==> src/rtl/kcr_pkg.sv <==
package kcr_pkg;
    typedef logic [7:0] byte_t;

    typedef struct packed {
        logic  ready;
        byte_t code;
    } kcr_state_t;
endpackage

==> src/rtl/kcr_latch.sv <==
module kcr_latch
    import kcr_pkg::*;
(
    input  logic  clk,
    input  logic  rst_n,
    input  logic  key_valid,
    input  byte_t key_code,
    input  logic  ack_wr,
    output logic  ready_o,
    output byte_t code_o
);
    kcr_state_t st_d, st_q;

    always_comb begin
        st_d = st_q;
        if (key_valid) begin
            st_d.ready = 1'b1;
            st_d.code  = key_code;
        end else if (ack_wr) begin
            st_d.ready = 1'b0;
        end
    end

    always_ff @(posedge clk) begin
        if (!rst_n) st_q <= '0;
        else        st_q <= st_d;
    end

    assign ready_o = st_q.ready;
    assign code_o  = st_q.code;

    p_key_loads_r2: assert property (@(posedge clk) disable iff (!rst_n)
        key_valid |=> (ready_o && code_o == $past(key_code)));
    p_ack_clears_r4: assert property (@(posedge clk) disable iff (!rst_n)
        (ack_wr && !key_valid) |=> !ready_o);
    p_key_beats_ack_r7: assert property (@(posedge clk) disable iff (!rst_n)
        (ack_wr && key_valid) |=> ready_o);
    p_ready_hold_r3: assert property (@(posedge clk) disable iff (!rst_n)
        (!ack_wr && !key_valid) |=> $stable(ready_o));
    p_code_hold_r8: assert property (@(posedge clk) disable iff (!rst_n)
        !key_valid |=> $stable(code_o));
endmodule

==> src/rtl/kcr_busport.sv <==
module kcr_busport
    import kcr_pkg::*;
#(
    parameter int          ADDR_W     = 16,
    parameter logic [15:0] READY_ADDR = 16'hF800
) (
    input  logic              clk,
    input  logic              rst_n,
    input  logic [ADDR_W-1:0] bus_addr,
    input  logic              bus_we,
    input  byte_t             bus_wdata,
    input  logic              ready_i,
    input  byte_t             code_i,
    output logic              ack_wr_o,
    output byte_t             rdata_o
);
    localparam logic [ADDR_W-1:0] RDY_A  = READY_ADDR[ADDR_W-1:0];
    localparam logic [ADDR_W-1:0] CODE_A = RDY_A + 1'b1;

    byte_t rdata_d, rdata_q;
    logic  hit_rdy, hit_code;

    always_comb begin
        hit_rdy  = (bus_addr == RDY_A);
        hit_code = (bus_addr == CODE_A);
        ack_wr_o = bus_we && hit_rdy && (bus_wdata == 8'h00);
        rdata_d  = 8'h00;
        if (hit_rdy)       rdata_d = {7'b0, ready_i};
        else if (hit_code) rdata_d = code_i;
    end

    always_ff @(posedge clk) begin
        if (!rst_n) rdata_q <= '0;
        else        rdata_q <= rdata_d;
    end

    assign rdata_o = rdata_q;

    p_unmapped_zero_r9: assert property (@(posedge clk) disable iff (!rst_n)
        (bus_addr != RDY_A && bus_addr != CODE_A) |=> (rdata_o == 8'h00));
    p_ready_read_r10: assert property (@(posedge clk) disable iff (!rst_n)
        (bus_addr == RDY_A) |=> (rdata_o == {7'b0, $past(ready_i)}));
    p_code_read_r10: assert property (@(posedge clk) disable iff (!rst_n)
        (bus_addr == CODE_A) |=> (rdata_o == $past(code_i)));
    p_ack_needs_zero_r5: assert property (@(posedge clk) disable iff (!rst_n)
        (bus_we && bus_wdata != 8'h00) |-> !ack_wr_o);
endmodule

==> src/rtl/kbd_capture_regs.sv <==
module kbd_capture_regs
    import kcr_pkg::*;
#(
    parameter int          ADDR_W     = 16,
    parameter logic [15:0] READY_ADDR = 16'hF800
) (
    input  logic              clk,
    input  logic              rst_n,
    input  logic              key_valid,
    input  logic [7:0]        key_code,
    input  logic [ADDR_W-1:0] bus_addr,
    input  logic              bus_we,
    input  logic [7:0]        bus_wdata,
    output logic [7:0]        bus_rdata
);
    logic  ack_wr;
    logic  ready;
    byte_t code;

    kcr_latch i_latch (
        .clk       (clk),
        .rst_n     (rst_n),
        .key_valid (key_valid),
        .key_code  (key_code),
        .ack_wr    (ack_wr),
        .ready_o   (ready),
        .code_o    (code)
    );

    kcr_busport #(
        .ADDR_W     (ADDR_W),
        .READY_ADDR (READY_ADDR)
    ) i_busport (
        .clk       (clk),
        .rst_n     (rst_n),
        .bus_addr  (bus_addr),
        .bus_we    (bus_we),
        .bus_wdata (bus_wdata),
        .ready_i   (ready),
        .code_i    (code),
        .ack_wr_o  (ack_wr),
        .rdata_o   (bus_rdata)
    );

    p_rdata_reset_r1: assert property (@(posedge clk)
        !rst_n |=> (bus_rdata == 8'h00));
endmodule

==> config.mk <==
export PLATFORM = sky130hd
export DESIGN_NAME = kbd_capture_regs
export DESIGN_NICKNAME = d
export VERILOG_FILES = /design/src/rtl/kcr_pkg.sv /design/src/rtl/kcr_latch.sv /design/src/rtl/kcr_busport.sv /design/src/rtl/kbd_capture_regs.sv
export SDC_FILE = /design/constraint.sdc
export NUM_CORES = 1
export LEC_CHECK = 0
export BUFFER_PORTS_ARGS = -buffer_cell sky130_fd_sc_hd__buf_2
export CAP_MARGIN = 20
export CORE_UTILIZATION = 36
export DETAILED_ROUTE_END_ITERATION = 7
export PLACE_DENSITY = 0.82
export SYNTH_ARGS = -nofsm -noshare
export SYNTH_HDL_FRONTEND = slang
export SYNTH_HIERARCHICAL = 1
export SYNTH_SLANG_ARGS = --single-unit
==> constraint.sdc <==
create_clock -name clk -period 0.93 [get_ports clk]
set_input_delay 0.093 -clock clk [delete_from_list [all_inputs] [get_ports clk]]
set_output_delay 0.093 -clock clk [all_outputs]
set_load 0.01 [all_outputs]
==> flow_summary.yaml, run 1 <==
critical_path:
  crit_buf_inv: 1
  worstPathArrival_ns: 0.71
  regToRegSetupSlack_ns: 0.23
  critPathMaxStageDelay_ns: 0.32
  rr_startpoint: "i_latch/ready_o"
  critical_path.top_delay_family: "flip-flops"
  cp-start-kind: "flop"
  worstSetupPathType: "flop to output port"
  end_kind: "output port"
  crit_chain: "buf_2"
  worstSetupStartpoint: "i_busport/rdata_o[0]"
  slowest_stage: "dfxtp_1"
  path_max_fanout: 1
  rr_endpoint: "i_latch/ready_o"
  required_ns: 0.84
  reg2reg_depth: 2
synth:
  yosysWarnings: 6
  syn-num-nets: 94
  yosysSeqAreaShare: 0.4982
  synth_top_area_share: 0.4982
  async_flop_share: 0
  synth_edf_count: 0
  ys.flop_type: "dfxtp_1"
  synth_area_um2: 683.2
  synth-seq-cells: 17
  yosys-top-cells-area: "dfxtp_1, mux2i_1, and4_1"
  synth.distinct_cells: 19
  syn_inst: 58
  syn_avg_cell_area_um2: 11.78
  yosysTopAreaCell: "dfxtp_1"
cts:
  cts-root-buf: "clkbuf_4"
  insertion_delay_ns: 0.28
  cts_tree: "done"
  clk_path_buf_depth: 2
  numCtsBuffers: 3
  clock-sinks: 17
  clkSlewWorstSetupHoldPaths_ns: 0.09
  cts_htree_levels: 1
timing:
  tightest_slew_ns: 0.2424
  fin_worst_skew_ns: 0.0005785
  relSlewSlack: 0.8361
  min_period_ns: 0.8068
  maxSlewViolCount: 0
  post-route-worst-setup-slack_ns: 0.1232
  finalCritPeriodShare: 0.8675
  finalHoldViolCount: 0
  tns_ns: 0
  setup_violations: 0
  rsz0062_at_grt: "false"
  fmax_mhz: 1239
run:
  max_cap_violations: 0
global_route:
  grt_pass1_vias: 551
  grt_pass1_wl_mm: 2.318
  grt_max_degree: 11
  grt_use_total: 0.1566
  antenna_found_initial: 0
  grt-ovfl-total: 0
floorplan:
  io_pins: 44
  die_h_um: 45.56
  dieArea_um2: 2076
  die_w_um: 45.56
  rows: 15
  core_um2: 1745
  initial_core_util: 0.3914
placed_design:
  dp_hpwl_mm: 1.136
  pre_cts_ws_ns: -0.1922
  portBuffers: 43
  gp_congestion: 0.7338
route:
  wire_per_inst_um: 10.45
  initialDrtViolationCount: 6
  routed_wl_mm: 1.380
  num_vias: 616
  viasPerCell: 4.667
  ant_nets: 0
  post-route-drc-count: 0
  first_pass_iters: 4
pwr:
  internal_power_mw: 1.017
  power.density_nw_per_um2: 1330
  vdd_drop_max_mv: 0.8461
  p_comb_frac: 0.129
  swShare: 0.2182
  leakage_nw: 0.4803
  power_switching_uw: 283.9
  power_frac_seq: 0.585
  p_clk_frac: 0.285
final_layout:
  fillers: 159
  nets: 144
  areaGrowthSynthToFinish_pct: 43.22
  n_antenna_cell: 0
  drive_above_1_share: 0.4953
worst_hold_path:
  whs_endpoint: "i_latch/code_o[6]"
  min_path_cells: 3
  min_path_type: "primary input to flop"
  min_from: "key_code[6]"
status:
  outcome: "finished clean"
through the flow:
step | total power [mW] | instance area [um2] | utilization | cells | hold WS [ns]
2_1_floorplan | 0.8447 | 683.2 | - | 58 | 0.2105
3_3_place_gp | 0.9361 | 943.4 | 0.5405 | 128 | 0.3537
3_5_place_dp | 0.9428 | 943.4 | 0.5405 | 128 | 0.3665
4_1_cts | 1.311 | 969.7 | 0.5556 | 132 | 0.06459
5_1_grt | 1.379 | 978.4 | 0.5606 | 132 | 0.06001
6_report | 1.301 | 978.4 | 0.5606 | 132 | 0.07198
cell type report:
class | instances | area, um2 | share of cell area
clock buffers | 4 | 26.28 | 0.02685
multi-input cells | 39 | 335.3 | 0.3427
flip-flops and latches | 17 | 340.3 | 0.3478
well taps | 25 | 31.28 | 0.03197
repair buffers | 47 | 245.2 | 0.2506
repair_timing:
action / 4_1_cts / 5_1_grt
hold endpoints to repair: 0 / 0
setup endpoints to repair: 0 / 1
hold buffers: 0 / 0
buffers inserted: 0 / 0
resized for setup: 0 / 1
power by group through the flow:
| stage | Clock (mW) | Sequential [mW] | Combinational [mW] |
|---|---|---|---|
| 2_1_floorplan | 0 | 0.775 | 0.0697 |
| 3_3_place_gp | 0 | 0.778 | 0.159 |
| 3_5_place_dp | 0 | 0.778 | 0.165 |
| 4_1_cts | 0.385 | 0.761 | 0.165 |
| 5_1_grt | 0.428 | 0.765 | 0.186 |
| 6_report | 0.371 | 0.762 | 0.168 |
cell usage in the layout, fill, tap and decap left out:
cell type	count
nor2b_1	9
nor4_4	2
nor2_1	2
and3b_1	1
and2_1	1
mux2i_1	9
and4b_1	1
clkbuf_1	1
clkbuf_4	3
dfxtp_1	17
nor3b_1	1
nor4b_1	1
nor4_1	1
buf_4	4
and3_4	1
nand3_1	1
nand4_1	1
o21a_1	1
buf_2	43
and4_1	7
flip-flops by register name, indices dropped and copies added, names as in the netlist:
name,flops
i_busport/rdata_o,8
i_latch/code_o,8
i_latch/ready_o,1
metal layers:
layer | routed length, um | part of all wire | GRT usage
met2 | 722 | 0.52 | 0.2543
met4 | 29 | 0.021 | 0.08485
met5 | 0 | 0 | 0
met3 | 100 | 0.072 | 0.07143
met1 | 527 | 0.38 | 0.1679
logic make-up after synthesis:
logic type,Yosys count,synth area share
buffers and inverters,2,0.02380
and+or+nand+nor,29,0.3352
AOI/OAI and AO/OA,1,0.01099
DFF,17,0.4982
muxes,9,0.1319
synth_stat cells, drive strengths merged (2+ instances only):
library cell  instances
nor2                  2
dfxtp                17
mux2i                 9
buf                   2
and4                  7
nor2b                 9
nor4                  3
how the worst max path moves through the flow:
| stage | to | slack (ns) | cells after the start |
|---|---|---|---|
| after CTS | bus_rdata[0] | 0.10 | 1 |
| after global routing | i_latch/ready_o | 0.03 | 6 |
| final | bus_rdata[0] | 0.12 | 1 |
| after global placement | i_latch/ready_o | -0.15 | 6 |
| after detailed placement | i_latch/ready_o | -0.19 | 6 |
| after floorplan | i_latch/ready_o | 0.003 | 5 |
Power figures use the tool's default switching activity.
==> run 2: changes to the inputs <==
BUFFER_PORTS_ARGS = default   (was -buffer_cell sky130_fd_sc_hd__buf_2)
CORE_UTILIZATION = 51   (was 36)
DONT_BUFFER_PORTS = 1   (was default)
PLACE_DENSITY = 0.78   (was 0.82)
==> run 2 against run 1 <==
Against the previous run: the run now ends with negative hold slack left; cell area fell by 18%; sequential share of layout area rose by 7.4 points; largest cell class unchanged; hold slack got worse by 0.14 ns; die area fell by 28%; register-to-register slack barely moved; core utilization rose by 13 points; critical path depth rose by 1; clock power barely moved; combinational power fell by 42%; via count fell by 22%; flip-flop and latch count did not move.
==> flow_summary.yaml, run 2 (synthesis gave the netlist of run 1 again) <==
status:
  outcome: "finished with violations"
  violations: "negative hold slack"
floorplan:
  rows: 12
  initial_core_util: 0.5833
  die_w_um: 38.60
  die_h_um: 38.60
  dieArea_um2: 1490
  io_pins: 44
  core_um2: 1171
route:
  initialDrtViolationCount: 13
  first_pass_iters: 3
  wire_per_inst_um: 14.17
  ant_nets: 0
  num_vias: 479
  post-route-drc-count: 0
  viasPerCell: 5.702
  routed_wl_mm: 1.190
critical_path:
  reg2reg_depth: 2
  slowest_stage: "dlygate4sd3_1"
  required_ns: 1.14
  rr_startpoint: "i_latch/ready_o"
  worstPathArrival_ns: 0.99
  worstSetupStartpoint: "rst_n"
  regToRegSetupSlack_ns: 0.24
  crit_chain: "dlygate4sd3_1 -> nor3b_1"
  rr_endpoint: "i_latch/ready_o"
  critPathMaxStageDelay_ns: 0.69
  crit_buf_inv: 1
  end_kind: "flop"
  cp-start-kind: "primary input"
  critical_path.top_delay_family: "buffers and inverters"
  cp-endpoint: "i_busport/rdata_o[0]"
  path_depth: 2
  worstSetupPathType: "primary input to flop"
  path_max_fanout: 10
placed_design:
  gp_congestion: 0.7174
  portBuffers: 0
  placed_cells: 72
  place_area_um2: 699.4
timing:
  min_period_ns: 0.7840
  finalCritPeriodShare: 0.8430
  fin_worst_skew_ns: 0.002815
  setup_violations: 0
  tightest_slew_ns: 0.2656
  rsz0062_at_grt: "false"
  relSlewSlack: 0.8204
  maxSlewViolCount: 0
  finalHoldViolCount: 7
  tns_ns: 0
  fmax_mhz: 1276
  whs_ns: -0.06878
cts:
  numCtsBuffers: 3
  cts_htree_levels: 1
  insertion_delay_ns: 0.28
  cts_tree: "done"
  cts_resized: 0
  clock-sinks: 17
  clkSlewWorstSetupHoldPaths_ns: 0.09
  cts-root-buf: "clkbuf_4"
  clk_path_buf_depth: 2
  hold_buffers: 8
  cts_setup_buffers: 0
final_layout:
  areaGrowthSynthToFinish_pct: 18.13
  nets: 107
  final_cell_area_um2: 807.0
  layout_commonest_cell: "dfxtp_1"
  drive_above_1_share: 0.1286
  n_antenna_cell: 0
  layoutNonFillerInstCount: 84
  layout_common_cells: "dfxtp_1, mux2i_1, nor2b_1"
global_route:
  grt_use_total: 0.2123
  grt-ovfl-total: 0
  grt_pass1_vias: 473
  grt_max_degree: 11
  grt_pass1_wl_mm: 2.007
  antenna_found_initial: 0
pwr:
  leakage_nw: 0.3227
  power_frac_seq: 0.619
  power_switching_uw: 256.0
  vdd_drop_max_mv: 1.229
  swShare: 0.2076
  power.density_nw_per_um2: 1528
  p_total_mw: 1.233
  p_comb_frac: 0.079
  p_clk_frac: 0.302
  internal_power_uw: 976.8
worst_hold_path:
  min_path_type: "primary input to flop"
run:
  max_cap_violations: 0
==> run 2: cell type report <==
type | count | area (um2)
flip-flops and latches | 17 | 340.3
repair buffers | 10 | 95.09
fillers | 90 | 364.1
clock buffers | 3 | 22.52
well taps | 14 | 17.52
clock inverters | 1 | 5.005
multi-input cells | 39 | 326.6
==> run 2: worst min-delay path by stage <==
stage / start / endpoint / slack, ns / cells past startpoint
2_1_floorplan: rst_n / i_latch/ready_o / 0.21 / 1
3_3_place_gp: rst_n / i_latch/ready_o / 0.21 / 1
3_5_place_dp: rst_n / i_latch/ready_o / 0.22 / 1
4_1_cts: key_valid / i_latch/ready_o / -0.08 / 1
5_1_grt: key_valid / i_latch/ready_o / -0.08 / 1
6_report: key_valid / i_latch/ready_o / -0.07 / 1
==> run 2: through the flow <==
step | util | worst slack, ns
6_report | 0.6891 | 0.1460
5_1_grt | 0.6891 | 0.1123
4_1_cts | 0.6891 | 0.1630
3_5_place_dp | 0.5972 | -0.06188
3_3_place_gp | 0.5972 | -0.02961
2_1_floorplan | - | 0.002928
==> run 2: metal layers <==
layer,part of all wire,GRT usage
met5,0,0
met4,0.017,0.1034
met3,0.060,0.1040
met2,0.55,0.3583
met1,0.37,0.2143
==> run 2: power by group through the flow <==
stage	Clock (mW)	Sequential, mW	Combinational [mW]
floorplan	0	0.775	0.0697
global route	0.421	0.767	0.108
CTS	0.390	0.762	0.0961
finish	0.372	0.763	0.0973
global placement	0	0.779	0.0631
detailed placement	0	0.779	0.0657
